<file path="src/rtl/noise_pkg.sv">
package noise_pkg;

    // Register slot codes carried on wr_sel
    typedef enum logic [2:0] {
        SEL_CTRL    = 3'd0,
        SEL_FREQ_LO = 3'd1,
        SEL_FREQ_HI = 3'd2,
        SEL_TAP     = 3'd3,
        SEL_STOP    = 3'd4
    } reg_sel_e;

    // Channel control states
    typedef enum logic {
        CH_OFF = 1'b0,
        CH_RUN = 1'b1
    } ch_state_e;

    localparam int ENABLE_BIT = 7;   // control byte: run request
    localparam int STOP_BIT   = 0;   // stop byte: halt request
    localparam int TAP_LSB    = 4;   // tap select field 6:4
    localparam int FIXED_TAP  = 7;   // always-used feedback bit

    // Map the 3-bit tap code to a register bit position
    function automatic logic [3:0] tap_index(input logic [2:0] code);
        logic [3:0] pos;
        unique case (code)
            3'd0: pos = 4'd14;
            3'd1: pos = 4'd10;
            3'd2: pos = 4'd13;
            3'd3: pos = 4'd4;
            3'd4: pos = 4'd8;
            3'd5: pos = 4'd6;
            3'd6: pos = 4'd9;
            3'd7: pos = 4'd11;
        endcase
        return pos;
    endfunction

endpackage

</file>
<file path="src/rtl/noise_lfsr.sv">
module noise_lfsr
    import noise_pkg::*;
#(
    parameter int LFSR_W = 15
) (
    input  logic              clk,
    input  logic              rst_n,
    input  logic              clear,
    input  logic              step,
    input  logic [2:0]        tap_sel,
    output logic [LFSR_W-1:0] state
);

    localparam int IDX_W = $clog2(LFSR_W);

    logic [IDX_W-1:0]  tap_pos;
    logic              fb_bit;
    logic [LFSR_W-1:0] state_nxt;

    always_comb begin
        tap_pos   = IDX_W'(tap_index(tap_sel));
        fb_bit    = ~(state[tap_pos] ^ state[FIXED_TAP]);
        state_nxt = {state[LFSR_W-2:0], fb_bit};
    end

    // Clear outranks a step landing on the same edge
    always_ff @(posedge clk or negedge rst_n) begin
        if (!rst_n) begin
            state <= '0;
        end else if (clear) begin
            state <= '0;
        end else if (step) begin
            state <= state_nxt;
        end
    end

endmodule

</file>
<file path="src/rtl/noise_step_timer.sv">
module noise_step_timer #(
    parameter int FREQ_W    = 11,
    parameter int STEP_MULT = 40
) (
    input  logic              clk,
    input  logic              rst_n,
    input  logic              run,
    input  logic              tick,
    input  logic              load,
    input  logic [FREQ_W-1:0] freq,
    output logic              step
);

    localparam int FULL_SPAN = 2 ** FREQ_W;
    localparam int CNT_W     = $clog2(STEP_MULT * FULL_SPAN + 1);

    logic [CNT_W-1:0] cnt;
    logic [CNT_W-1:0] span;
    logic [CNT_W-1:0] period;

    always_comb begin
        span   = CNT_W'(FULL_SPAN) - CNT_W'(freq);
        period = span * CNT_W'(STEP_MULT);
        step   = run && tick && !load && (cnt <= CNT_W'(1));
    end

    always_ff @(posedge clk or negedge rst_n) begin
        if (!rst_n) begin
            cnt <= '0;
        end else if (load || step) begin
            cnt <= period;
        end else if (run && tick) begin
            cnt <= cnt - 1'b1;
        end
    end

endmodule

</file>
<file path="src/rtl/noise_ctrl_fsm.sv">
module noise_ctrl_fsm
    import noise_pkg::*;
#(
    parameter int FREQ_W = 11
) (
    input  logic              clk,
    input  logic              rst_n,
    input  logic              wr_en,
    input  logic [2:0]        wr_sel,
    input  logic [7:0]        wr_data,
    output logic              run,
    output logic              lfsr_clear,
    output logic              cnt_load,
    output logic [FREQ_W-1:0] freq,
    output logic [2:0]        tap_sel
);

    localparam int HI_W = FREQ_W - 8;

    ch_state_e state_q, state_d;
    logic      ctrl_wr, tap_wr, stop_wr;

    always_comb begin
        ctrl_wr = wr_en && (wr_sel == SEL_CTRL);
        tap_wr  = wr_en && (wr_sel == SEL_TAP);
        stop_wr = wr_en && (wr_sel == SEL_STOP) && wr_data[STOP_BIT];
    end

    // Frequency and tap fields
    always_ff @(posedge clk or negedge rst_n) begin
        if (!rst_n) begin
            freq    <= '0;
            tap_sel <= '0;
        end else if (wr_en) begin
            if (wr_sel == SEL_FREQ_LO) freq[7:0]        <= wr_data;
            if (wr_sel == SEL_FREQ_HI) freq[FREQ_W-1:8] <= wr_data[HI_W-1:0];
            if (wr_sel == SEL_TAP)     tap_sel          <= wr_data[TAP_LSB+2:TAP_LSB];
        end
    end

    // State register
    always_ff @(posedge clk or negedge rst_n) begin
        if (!rst_n) state_q <= CH_OFF;
        else        state_q <= state_d;
    end

    // Transitions: ENABLE, DISABLE, STOP
    always_comb begin
        state_d = state_q;
        unique case (state_q)
            CH_OFF: begin
                if (ctrl_wr && wr_data[ENABLE_BIT]) state_d = CH_RUN;
            end
            CH_RUN: begin
                if (ctrl_wr && !wr_data[ENABLE_BIT]) state_d = CH_OFF;
                else if (stop_wr)                    state_d = CH_OFF;
            end
        endcase
    end

    // Outputs
    always_comb begin
        run        = (state_q == CH_RUN);
        lfsr_clear = ctrl_wr || tap_wr;
        cnt_load   = ctrl_wr;
    end

endmodule

</file>
<file path="src/rtl/noise_channel.sv">
module noise_channel
    import noise_pkg::*;
#(
    parameter int FREQ_W    = 11,
    parameter int LFSR_W    = 15,
    parameter int STEP_MULT = 40,
    parameter int SAMPLE_W  = 6
) (
    input  logic                clk,
    input  logic                rst_n,
    input  logic                wr_en,
    input  logic [2:0]          wr_sel,
    input  logic [7:0]          wr_data,
    input  logic                tick,
    output logic [SAMPLE_W-1:0] sample_o
);

    logic              run;
    logic              lfsr_clear;
    logic              cnt_load;
    logic              step;
    logic [FREQ_W-1:0] freq;
    logic [2:0]        tap_sel;
    logic [LFSR_W-1:0] lfsr_q;

    noise_ctrl_fsm #(.FREQ_W(FREQ_W)) u_ctrl (
        .clk        (clk),
        .rst_n      (rst_n),
        .wr_en      (wr_en),
        .wr_sel     (wr_sel),
        .wr_data    (wr_data),
        .run        (run),
        .lfsr_clear (lfsr_clear),
        .cnt_load   (cnt_load),
        .freq       (freq),
        .tap_sel    (tap_sel)
    );

    noise_step_timer #(.FREQ_W(FREQ_W), .STEP_MULT(STEP_MULT)) u_timer (
        .clk   (clk),
        .rst_n (rst_n),
        .run   (run),
        .tick  (tick),
        .load  (cnt_load),
        .freq  (freq),
        .step  (step)
    );

    noise_lfsr #(.LFSR_W(LFSR_W)) u_lfsr (
        .clk     (clk),
        .rst_n   (rst_n),
        .clear   (lfsr_clear),
        .step    (step),
        .tap_sel (tap_sel),
        .state   (lfsr_q)
    );

    assign sample_o = {SAMPLE_W{run & lfsr_q[0]}};

endmodule

</file>
<file path="config.mk">
export PLATFORM = sky130hd
export DESIGN_NAME = noise_channel
export DESIGN_NICKNAME = d
export VERILOG_FILES = /design/src/rtl/noise_pkg.sv /design/src/rtl/noise_lfsr.sv /design/src/rtl/noise_step_timer.sv /design/src/rtl/noise_ctrl_fsm.sv /design/src/rtl/noise_channel.sv
export SDC_FILE = /design/constraint.sdc
export NUM_CORES = 1
export LEC_CHECK = 0
export CORE_ASPECT_RATIO = 1.1
export CORE_MARGIN = 3
export CORE_UTILIZATION = 54
export CTS_CLUSTER_SIZE = 28
export DETAILED_ROUTE_END_ITERATION = 12
export PLACE_DENSITY = 0.77
export SLEW_MARGIN = 20
export SYNTH_ARGS = -nofsm -noshare
export SYNTH_HDL_FRONTEND = slang
export SYNTH_SLANG_ARGS = --single-unit
</file>
<file path="constraint.sdc">
create_clock -name clk -period 3.6 [get_ports clk]
set_clock_uncertainty 0.05 [all_clocks]
set_input_delay 0.36 -clock clk [delete_from_list [all_inputs] [get_ports clk]]
set_output_delay 0.36 -clock clk [all_outputs]
set_load 0.03 [all_outputs]
</file>
# After elaboration in Yosys (flattened, before gate mapping)
# Memory sizes are Yosys's and may differ from the RTL's.
# Cells that the tools add are included.
[word_totals]
rom_bits = 32
word_cells = 49
memories = 1
regBits = 47
input_bits = 15
[classes]
n_reduce_logical = 19
bitwise_logic = 4
muxes = 10
add_sub_neg = 2
n_lt_le_gt_ge = 2
eq_ne = 4
mul = 1
[mem_list]
columns = ["memory", "words", "word_bits", "read_ports", "rd_ports_with_merged_regs", "wr", "line", "text"]
rows = [
  ["(name not given)", 8, 4, 1, 0, 0, "noise_pkg.sv:26", "unique case (code)"],
]
[ops]
columns = ["cell", "n"]
rows = [
  ["$mux 17", 2],
  ["$mux 15", 2],
  ["$le 17x1->1 const B", 1],
  ["$mul 17x3->14 const B", 1],
  ["$sub 17x1->17 const B", 1],
  ["$sub 12x11->13 const A", 1],
  ["$logic_and 1x1->1", 9],
  ["$eq 3x2->1 const B", 2],
  ["$reduce_and 2->1", 3],
  ["$lt 4x5->1 const B", 1],
  ["$bmux 1 s4", 1],
  ["$mux 1", 4],
  ["$reduce_bool 2->1", 2],
  ["$eq 3x1->1 const B", 1],
  ["$eq 3x3->1 const B", 1],
  ["$logic_not 3->1", 1],
  ["$logic_not 1->1", 2],
  ["$logic_or 1x1->1", 2],
  ["$not 1->1", 2],
  ["$pmux 1 s2", 1],
  ["$and 1x1->1", 1],
  ["$xor 1x1->1", 1],
]

# Depth between registers and ports, before layout
# Gate-level depths: netlist (run 1).
[logic_depth]
ltp_word = 7
mapped_depth = 14
depth_no_buf = 14

# Modules after synthesis
# From an unflattened synthesis (run 1), not the netlist that was laid out.
[hier_totals]
cells_unflattened = 351
hier_area_um2 = 3275.6
[modules_own_cells]
columns = ["mod", "area_per_inst_um2", "n_inst", "cells_per_inst", "seq_area_each_um2"]
rows = [
  ["noise_step_timer", 1876.8, 1, 233, 425.4],
  ["noise_lfsr", 732.0, 1, 72, 375.4],
  ["noise_ctrl_fsm", 623.1, 1, 40, 375.4],
  ["noise_channel", 43.8, 1, 6, 0.0],
]

# Worst setup path after synthesis (run 1)
# Ideal clock, no wire load.
[synth_timing]
kind = "register to register"
startpoint = "register u_ctrl.freq[0]"
endpoint = "register u_timer.cnt[16]"
setup_ns = 0.067
slack_ns = -0.359
synth_period_minus_slack_ns = 3.959
path_buffers = 0
arrival_ns = 3.842
stages_incl_launch_ff = 15
path_cell_list = "dfrtp_1 inv_1 ha_1 or4b_1 or2_2 nand2_1 a21boi_0 xnor2_1 ha_1 and3_1 a2111oi_0 a22oi_1 maj3_1 a21oi_1 o221a_1"
[synth_via]
elab_chain_cells = 3
[synth_rtl]
columns = ["item", "line", "text"]
rows = [
  ["start: declaration", "noise_ctrl_fsm.sv:14", "output logic [FREQ_W-1:0] freq,"],
  ["start signal: assignment", "noise_ctrl_fsm.sv:35", "if (wr_sel == SEL_FREQ_LO) freq[7:0] <= wr_data;"],
  ["start signal: indexed assignment", "noise_ctrl_fsm.sv:36", "if (wr_sel == SEL_FREQ_HI) freq[FREQ_W-1:8] <= wr_data[HI_W-1:0];"],
  ["$sub 12x11->13", "noise_step_timer.sv:22", "span = CNT_W'(FULL_SPAN) - CNT_W'(freq);"],
  ["$mul 17x3->14", "noise_step_timer.sv:23", "period = span * CNT_W'(STEP_MULT);"],
  ["$mux 17", "noise_step_timer.sv:30", "end else if (load || step) begin"],
  ["end signal: assignment", "noise_step_timer.sv:31", "cnt <= period;"],
  ["end signal: assignment", "noise_step_timer.sv:33", "cnt <= cnt - 1'b1;"],
  ["end: declaration", "noise_step_timer.sv:17", "logic [CNT_W-1:0] cnt;"],
]
# Every way passes these cells.
# A chain may end at the register's enable or synchronous reset.

# Worst setup path after layout (run 1)
[layout_timing]
startpoint = "register u_ctrl.freq[2]"
endpoint = "register u_timer.cnt[16]"
# Same word-level chain as after synthesis.

==> results.json, run 1 <==
{
  "status": "completed",
  "intPower_mw": 1.58,
  "grt_max_degree": 48,
  "fin_crit_sh_pct": 96.7,
  "setup-tns-final_ps": 0,
  "grt_pass1_wl_um": 12000,
  "start_util_pct": 58.1,
  "ioPinCount": 21,
  "ys_async_sr_fraction_pct": 100,
  "setup_viol": 0,
  "htreeDepth": 2,
  "clk_latency_ps": 300,
  "synth_edf_count": 0,
  "path_max_fanout": 5,
  "required_ps": 3790,
  "ir_worst_vdd_mv": 0.368,
  "ys_ff_latch": 47,
  "pre_cts_ws_ps": -4.46,
  "maxSlewViolCount": 0,
  "worst_pin_slew_ps": 789,
  "total_power_mw": 2.63,
  "p_seq_share_pct": 30.3,
  "placed_area_mm2": 0.00352,
  "cts_tree": "yes",
  "hold_class": "in -> async",
  "die_x_um": 79.8,
  "nFillCells": 422,
  "maxCapViolations": 0,
  "diodes": 0,
  "avgViaCountPerCell": 5.85,
  "cellPowerDensity_mw_per_mm2": 691,
  "ys_warn_count": 0,
  "synthFlopType": "dfrtp_1",
  "p_leak_nw": 1.52,
  "switching_share_pct": 39.9,
  "fin_nets": 421,
  "row_count": 28,
  "slew_headroom_pct": 47.2,
  "dpl.hpwl_um": 5090,
  "first_pass_iters": 4,
  "p_switching_mw": 1.05,
  "core-area_mm2": 0.00557,
  "netlist_area_mm2": 0.00324,
  "drc": 0,
  "grt_overflow": 0,
  "root_buffer": "clkbuf_8",
  "synthCells": 361,
  "area_growth_syn_to_layout_pct": 17.8,
  "routed_wl_um": 7300,
  "drive_gt1_share_pct": 18.6,
  "clock-sinks": 47,
  "cts_buffers": 5,
  "gp_congestion": 0.875,
  "clkSlewWorstSetupHoldPaths_ps": 90,
  "grt_pass1_vias": 2634,
  "crit_path_end_kind": "register",
  "synth_nets": 396,
  "die_h_um": 87.2,
  "dieArea_mm2": 0.00696,
  "critical_path_arrival_ps": 3670,
  "port_buffers": 20,
  "vias": 2705,
  "cts_buffer_depth": 2,
  "combPwrFrac_pct": 52.3,
  "drtIter0Drc": 100,
  "final_cell_area_mm2": 0.00381,
  "avgSynthCellArea_um2": 8.96,
  "grt_usage_pct": 21.6,
  "hold_viol_final": 0,
  "ys_types": 62,
  "crit_type": "reg -> reg",
  "whs_ps": 5.88,
  "ys_seq_area_share_pct": 36.3,
  "clockPowerShare_pct": 17.4,
  "min_period_ps": 3480,
  "setup_ws_ps": 118,
  "antenna_found_initial": 0,
  "wl_per_cell_um": 15.8,
  "critPathLaunchType": "register",
  "fmax_mhz": 287,
  "drtAntennaViolNets": 0
}
stage by stage:
stage / instances / utilization (%)
6_report: 462 / 68.4
4_1_cts: 458 / 66.0
3_5_place_dp: 449 / 63.2
5_1_grt: 462 / 68.4
2_1_floorplan: 361 / -
3_3_place_gp: 449 / 63.2
registers in the layout, summed over array words and instances (netlist names):
| register | cells |
|---|---|
| u_ctrl.freq | 11 |
| u_ctrl.tap_sel | 3 |
| u_ctrl.run | 1 |
| u_timer.cnt | 17 |
| u_lfsr.state | 15 |
worst paths after layout:
kind	to	slack [ps]	startpoint	depth (start not counted)
min in group clk	u_timer.cnt[12]	470	u_timer.cnt[12]	2
setup / recovery	u_timer.cnt[16]	120	u_ctrl.freq[2]	13
setup reg to reg	u_timer.cnt[16]	120	u_ctrl.freq[2]	13
max in group asynchronous	u_ctrl.freq[2]	3050	rst_n	1
hold reg to reg	u_timer.cnt[12]	470	u_timer.cnt[12]	2
hold / removal	u_timer.cnt[6]	6	rst_n	1
cell families after synthesis:
group | after synthesis | share of synthesized area (%)
AOI/OAI and AO/OA | 98 | 18.1
xor gates and xnor gates | 22 | 6.38
adders and majority gates | 21 | 8.28
buffers and inverters | 25 | 4.18
DFF | 47 | 36.3
muxes | 18 | 6.19
and+or+nand+nor | 130 | 20.5
power groups by stage:
stage / clock network, mW / logic (mW) / registers (mW)
global placement: 0 / 1.18 / 0.791
CTS: 0.467 / 1.24 / 0.787
finish: 0.460 / 1.38 / 0.798
global route: 0.488 / 1.52 / 0.825
detailed placement: 0 / 1.20 / 0.797
floorplan: 0 / 0.927 / 0.758
Yosys cell counts (4+ instances only):
cell type | count | area share [%]
clkbuf_1 | 7 | 0.81
inv_1 | 7 | 0.81
nor3_1 | 12 | 1.9
o21ai_0 | 19 | 2.9
nand2_1 | 50 | 5.8
a22oi_1 | 4 | 0.93
o21ai_1 | 8 | 1.2
nor2b_1 | 5 | 0.97
mux2i_1 | 5 | 1.5
nor2_1 | 21 | 2.4
dfrtp_1 | 47 | 36
mux2_2 | 12 | 4.2
xor2_1 | 6 | 1.6
xnor2_1 | 15 | 4.1
or4_1 | 4 | 0.93
nand3_1 | 5 | 0.77
nor4_1 | 5 | 0.97
a21oi_1 | 38 | 5.9
buf_4 | 6 | 1.4
ha_1 | 19 | 7.3
and2_1 | 4 | 0.77
worst max-delay path, cell delays in order (launching register included):
cell	delay, ps
dfrtp_2	450
buf_4	150
or4b_4	510
or2_4	290
nand2_1	90
a21boi_2	170
xnor2_1	140
ha_1	300
and3_4	210
a2111oi_4	330
a22oi_2	120
maj3_2	320
a21oi_2	130
o221a_1	170
placed cells by master, fill, tap and decap left out, drive strengths merged, types with 2 or more instances in the layout:
master / instances
a211oi: 4
a21boi: 2
a21o: 3
a21oi: 40
a22o: 2
a22oi: 4
and2: 4
and3: 2
buf: 17
bufinv: 2
clkbuf: 5
clkdlybuf4s50: 19
dfrtp: 47
ha: 19
inv: 7
mux2: 13
mux2i: 5
nand2: 50
nand2b: 2
nand3: 5
nor2: 23
nor2b: 5
nor3: 13
nor3b: 2
nor4: 6
o211ai: 2
o21a: 2
o21ai: 27
o21bai: 2
o22ai: 3
or2: 4
or3: 2
or4: 5
or4b: 3
xnor2: 15
xor2: 6
layer usage:
layer	track usage, %	share of wire, %	vias to the layer above
met5	0	0	-
met4	4.76	1.3	0
li1	-	-	1340
met1	28.5	44	1310
met3	3.31	2.8	11
met2	37.4	51	44
timing repair:
item / in CTS / in global routing
hold buffers: 0 / 0
buffers inserted: 1 / 4
gates cloned: 0 / 0
gates resized for setup: 2 / 22
setup endpoints to repair: 1 / 3
pin swaps: 1 / 8
cell type report:
cell class / count / area, µm² / share of cell area (%)
Multi-Input combinational cell: 289 / 2060 / 54.0
Sequential cell: 47 / 1180 / 30.9
Timing Repair Buffer: 36 / 318 / 8.34
Tap cell: 75 / 93.8 / 2.46
Clock buffer: 5 / 68.8 / 1.81
Clock inverter: 3 / 67.6 / 1.77
Inverter: 7 / 26.3 / 0.689
Power figures use the tool's default switching activity.
==> run 2: changes to the inputs <==
--- a/config.mk
+++ b/config.mk
@@ -5,12 +5,14 @@
 export SDC_FILE = /design/constraint.sdc
 export NUM_CORES = 1
 export LEC_CHECK = 0
+export ABC_AREA = 1
 export CORE_ASPECT_RATIO = 1.1
 export CORE_MARGIN = 3
 export CORE_UTILIZATION = 54
+export CTS_CLUSTER_DIAMETER = 50
 export CTS_CLUSTER_SIZE = 28
 export DETAILED_ROUTE_END_ITERATION = 12
-export PLACE_DENSITY = 0.77
+export PLACE_DENSITY = 0.76
 export SLEW_MARGIN = 20
 export SYNTH_ARGS = -nofsm -noshare
 export SYNTH_HDL_FRONTEND = slang
==> run 2 against run 1 <==
  * Final cell count increased by 19%
  * Maximum frequency up 8.7%
  * Critical path depth grew 5
  * Total power shrank 3.5%
  * Hold slack better by 2.9 ps
  * Die area is 7.6% higher
  * Via count rose by 5.6%
  * Global-route usage shrank 1.4 points
  * Sequential share of layout area grew 0.19 points
  * Design area decreased by 0.72%
  * First-iteration DRC count grew 37%
  * Count of clock-buffer cells in the layout is 1 higher
  * Critical path type unchanged
  * Critical endpoint unchanged
  * Largest power group unchanged
==> results.json, run 2 <==
{
  "cellPowerDensity_mw_per_mm2": 672,
  "crit_path_end_kind": "register",
  "gp_congestion": 0.874,
  "wl_met2_um": 3370,
  "yosysMostFrequentCell": "nand2_1",
  "path_max_fanout": 6,
  "clk_latency_ps": 300,
  "vias": 2856,
  "synthTopCellsByCount": "nand2_1, inv_1, dfrtp_1",
  "crit_buf_inv": 2,
  "drc": 0,
  "largest_reg_flops": 17,
  "drtAntennaViolNets": 0,
  "dieArea_mm2": 0.00748,
  "ys_top_cells_by_area": "dfrtp_1, nand2_1, inv_1, ha_1, nand3_1",
  "die_h_um": 90.4,
  "routed_wl_um": 6850,
  "drtIter0Drc": 137,
  "wl_per_cell_um": 12.4,
  "cp_top_family": "adder cells",
  "final_cell_mix": "nand2_1, inv_1, dfrtp_1, nor2_1, nand3_1",
  "worst_pin_slew_ps": 599,
  "grt_pass1_vias": 2728,
  "ys_ff_latch": 47,
  "met1Wirelength_um": 3240,
  "port_buffers": 20,
  "top_layer": "met4",
  "critPathLaunchType": "register",
  "rsz0062_at_grt": "false",
  "final_common_cell": "nand2_1",
  "maxCapViolations": 0,
  "reg_top3": "u_timer.cnt x17, u_lfsr.state x15, u_ctrl.freq x11",
  "clock-sinks": 47,
  "diodes": 0,
  "first_pass_iters": 6,
  "postLayoutCoreUtil_pct": 60.7,
  "top_register": "u_timer.cnt",
  "p_leak_nw": 1.88,
  "setup_viol": 0,
  "slew_headroom_pct": 60.1,
  "dpl.hpwl_um": 5240,
  "grt_usage_pct": 20.1,
  "crit_path_frequent_cell": "nand2_1",
  "avgViaCountPerCell": 5.19,
  "grt_overflow": 0,
  "ioPinCount": 21,
  "area_growth_syn_to_layout_pct": 8.12,
  "crit_chain": "inv_1, ha_1, nor3b_2, xor2_1, inv_1, ha_1, fa_1, nand3_1, nand3_1, nand2_1, nand2_1, nand2_1, nand2_1, nand2_1, nand2_1, nand2_1, nand3_2, a21oi_2",
  "critical_path_arrival_ps": 3380,
  "crit_type": "reg -> reg",
  "route.met3.wl_um": 186,
  "setup-tns-final_ps": 0,
  "synth_edf_count": 0,
  "netlist_area_mm2": 0.00350,
  "row_count": 30,
  "postCtsHoldBufs": 0,
  "root_buffer": "clkbuf_8",
  "ys_types": 42,
  "min_period_ps": 3200,
  "required_ps": 3780,
  "fmax_mhz": 312,
  "ys_warn_count": 0,
  "synthCells": 456,
  "grt_pass1_wl_um": 12200,
  "cts_buffers": 5,
  "whs_ps": 8.74,
  "synth_nets": 491,
  "synth_top_area_cell": "dfrtp_1",
  "ys_seq_area_share_pct": 33.6,
  "fin_crit_sh_pct": 89.0,
  "die_x_um": 82.8,
  "synth_top_area_share_pct": 33.6,
  "grt_max_degree": 48,
  "antenna_found_initial": 0,
  "cp_slowest_cell": "fa_1",
  "status": "completed",
  "drive_gt1_share_pct": 11.1,
  "hold_class": "in -> async",
  "clkSlewWorstSetupHoldPaths_ps": 90,
  "cp_slowest_stage_delay_ps": 470,
  "start_util_pct": 56.2,
  "cts_tree": "yes",
  "fin_nets": 504,
  "ir_worst_vdd_mv": 0.299,
  "synthFlopType": "dfrtp_1",
  "core-area_mm2": 0.00623,
  "cts_buffer_depth": 2,
  "htreeDepth": 2,
  "maxSlewViolCount": 0,
  "hold_viol_final": 0,
  "ys_async_sr_fraction_pct": 100,
  "avgSynthCellArea_um2": 7.67
}
run 2: cell types whose count changed after synthesis, moves of 21 or more:
cell	delta
inv_1	+57
nand2_1	+49
a21oi_1	-27
nand3_1	+27
nor2_1	+21
run 2: cell type report:
type	count	area, µm²
Fill cell	598	2450
Timing Repair Buffer	20	198
Sequential cell	47	1180
Clock buffer	6	82.6
Tap cell	80	100
Clock inverter	2	16.3
Multi-Input combinational cell	326	1950
Inverter	69	259
run 2: per-layer routing:
metal  track usage, %  up-vias
li1                 -     1492
met1             28.0     1315
met2             32.8       45
met3             2.89        4
met4             4.50        0
met5                0        -
run 2: final timing paths:
check                      slack, ps  cells past startpoint            start               to
max                              400                     18   u_ctrl.freq[0]  u_timer.cnt[16]
min                                9                      1            rst_n   u_timer.cnt[7]
max reg2reg                      400                     18   u_ctrl.freq[0]  u_timer.cnt[16]
min reg2reg                      470                      2  u_lfsr.state[0]  u_lfsr.state[1]
max in group asynchronous       3080                      1            rst_n   u_ctrl.freq[9]
min in group clk                 470                      2  u_lfsr.state[0]  u_lfsr.state[1]
run 2: logic make-up after synthesis:
kind of cell / count (synthesis) / share of synthesized area [%]
AO/OA/AOI/OAI: 73 / 14.4
XOR/XNOR: 25 / 6.26
adder cells (fa/ha/maj): 20 / 7.37
buffers and inverters: 83 / 10.8
flip-flops: 47 / 33.6
multiplexers: 1 / 0.322
AND/OR/NAND/NOR: 207 / 27.3
run 2: through the flow:
| stage | setup slack, ps | instance area (µm²) | total power [mW] | cells |
|---|---|---|---|---|
| floorplan | 684 | 3500 | 1.92 | 456 |
| global placement | 478 | 3680 | 2.16 | 542 |
| detailed placement | 341 | 3680 | 2.19 | 542 |
| CTS | 319 | 3780 | 2.55 | 550 |
| global route | 41.5 | 3780 | 2.82 | 550 |
| finish | 397 | 3780 | 2.54 | 550 |
run 2: power by group:
| part | switching, mW | internal, mW |
|---|---|---|
| combinational | 0.846 | 0.570 |
| clock | 0.186 | 0.157 |
| sequential | 0.131 | 0.651 |
run 2: what timing repair did:
item | in CTS | in global routing
setup buffers | 0 | 0
gates resized for setup | 0 | 1
endpoints found under the setup margin | 0 | 1
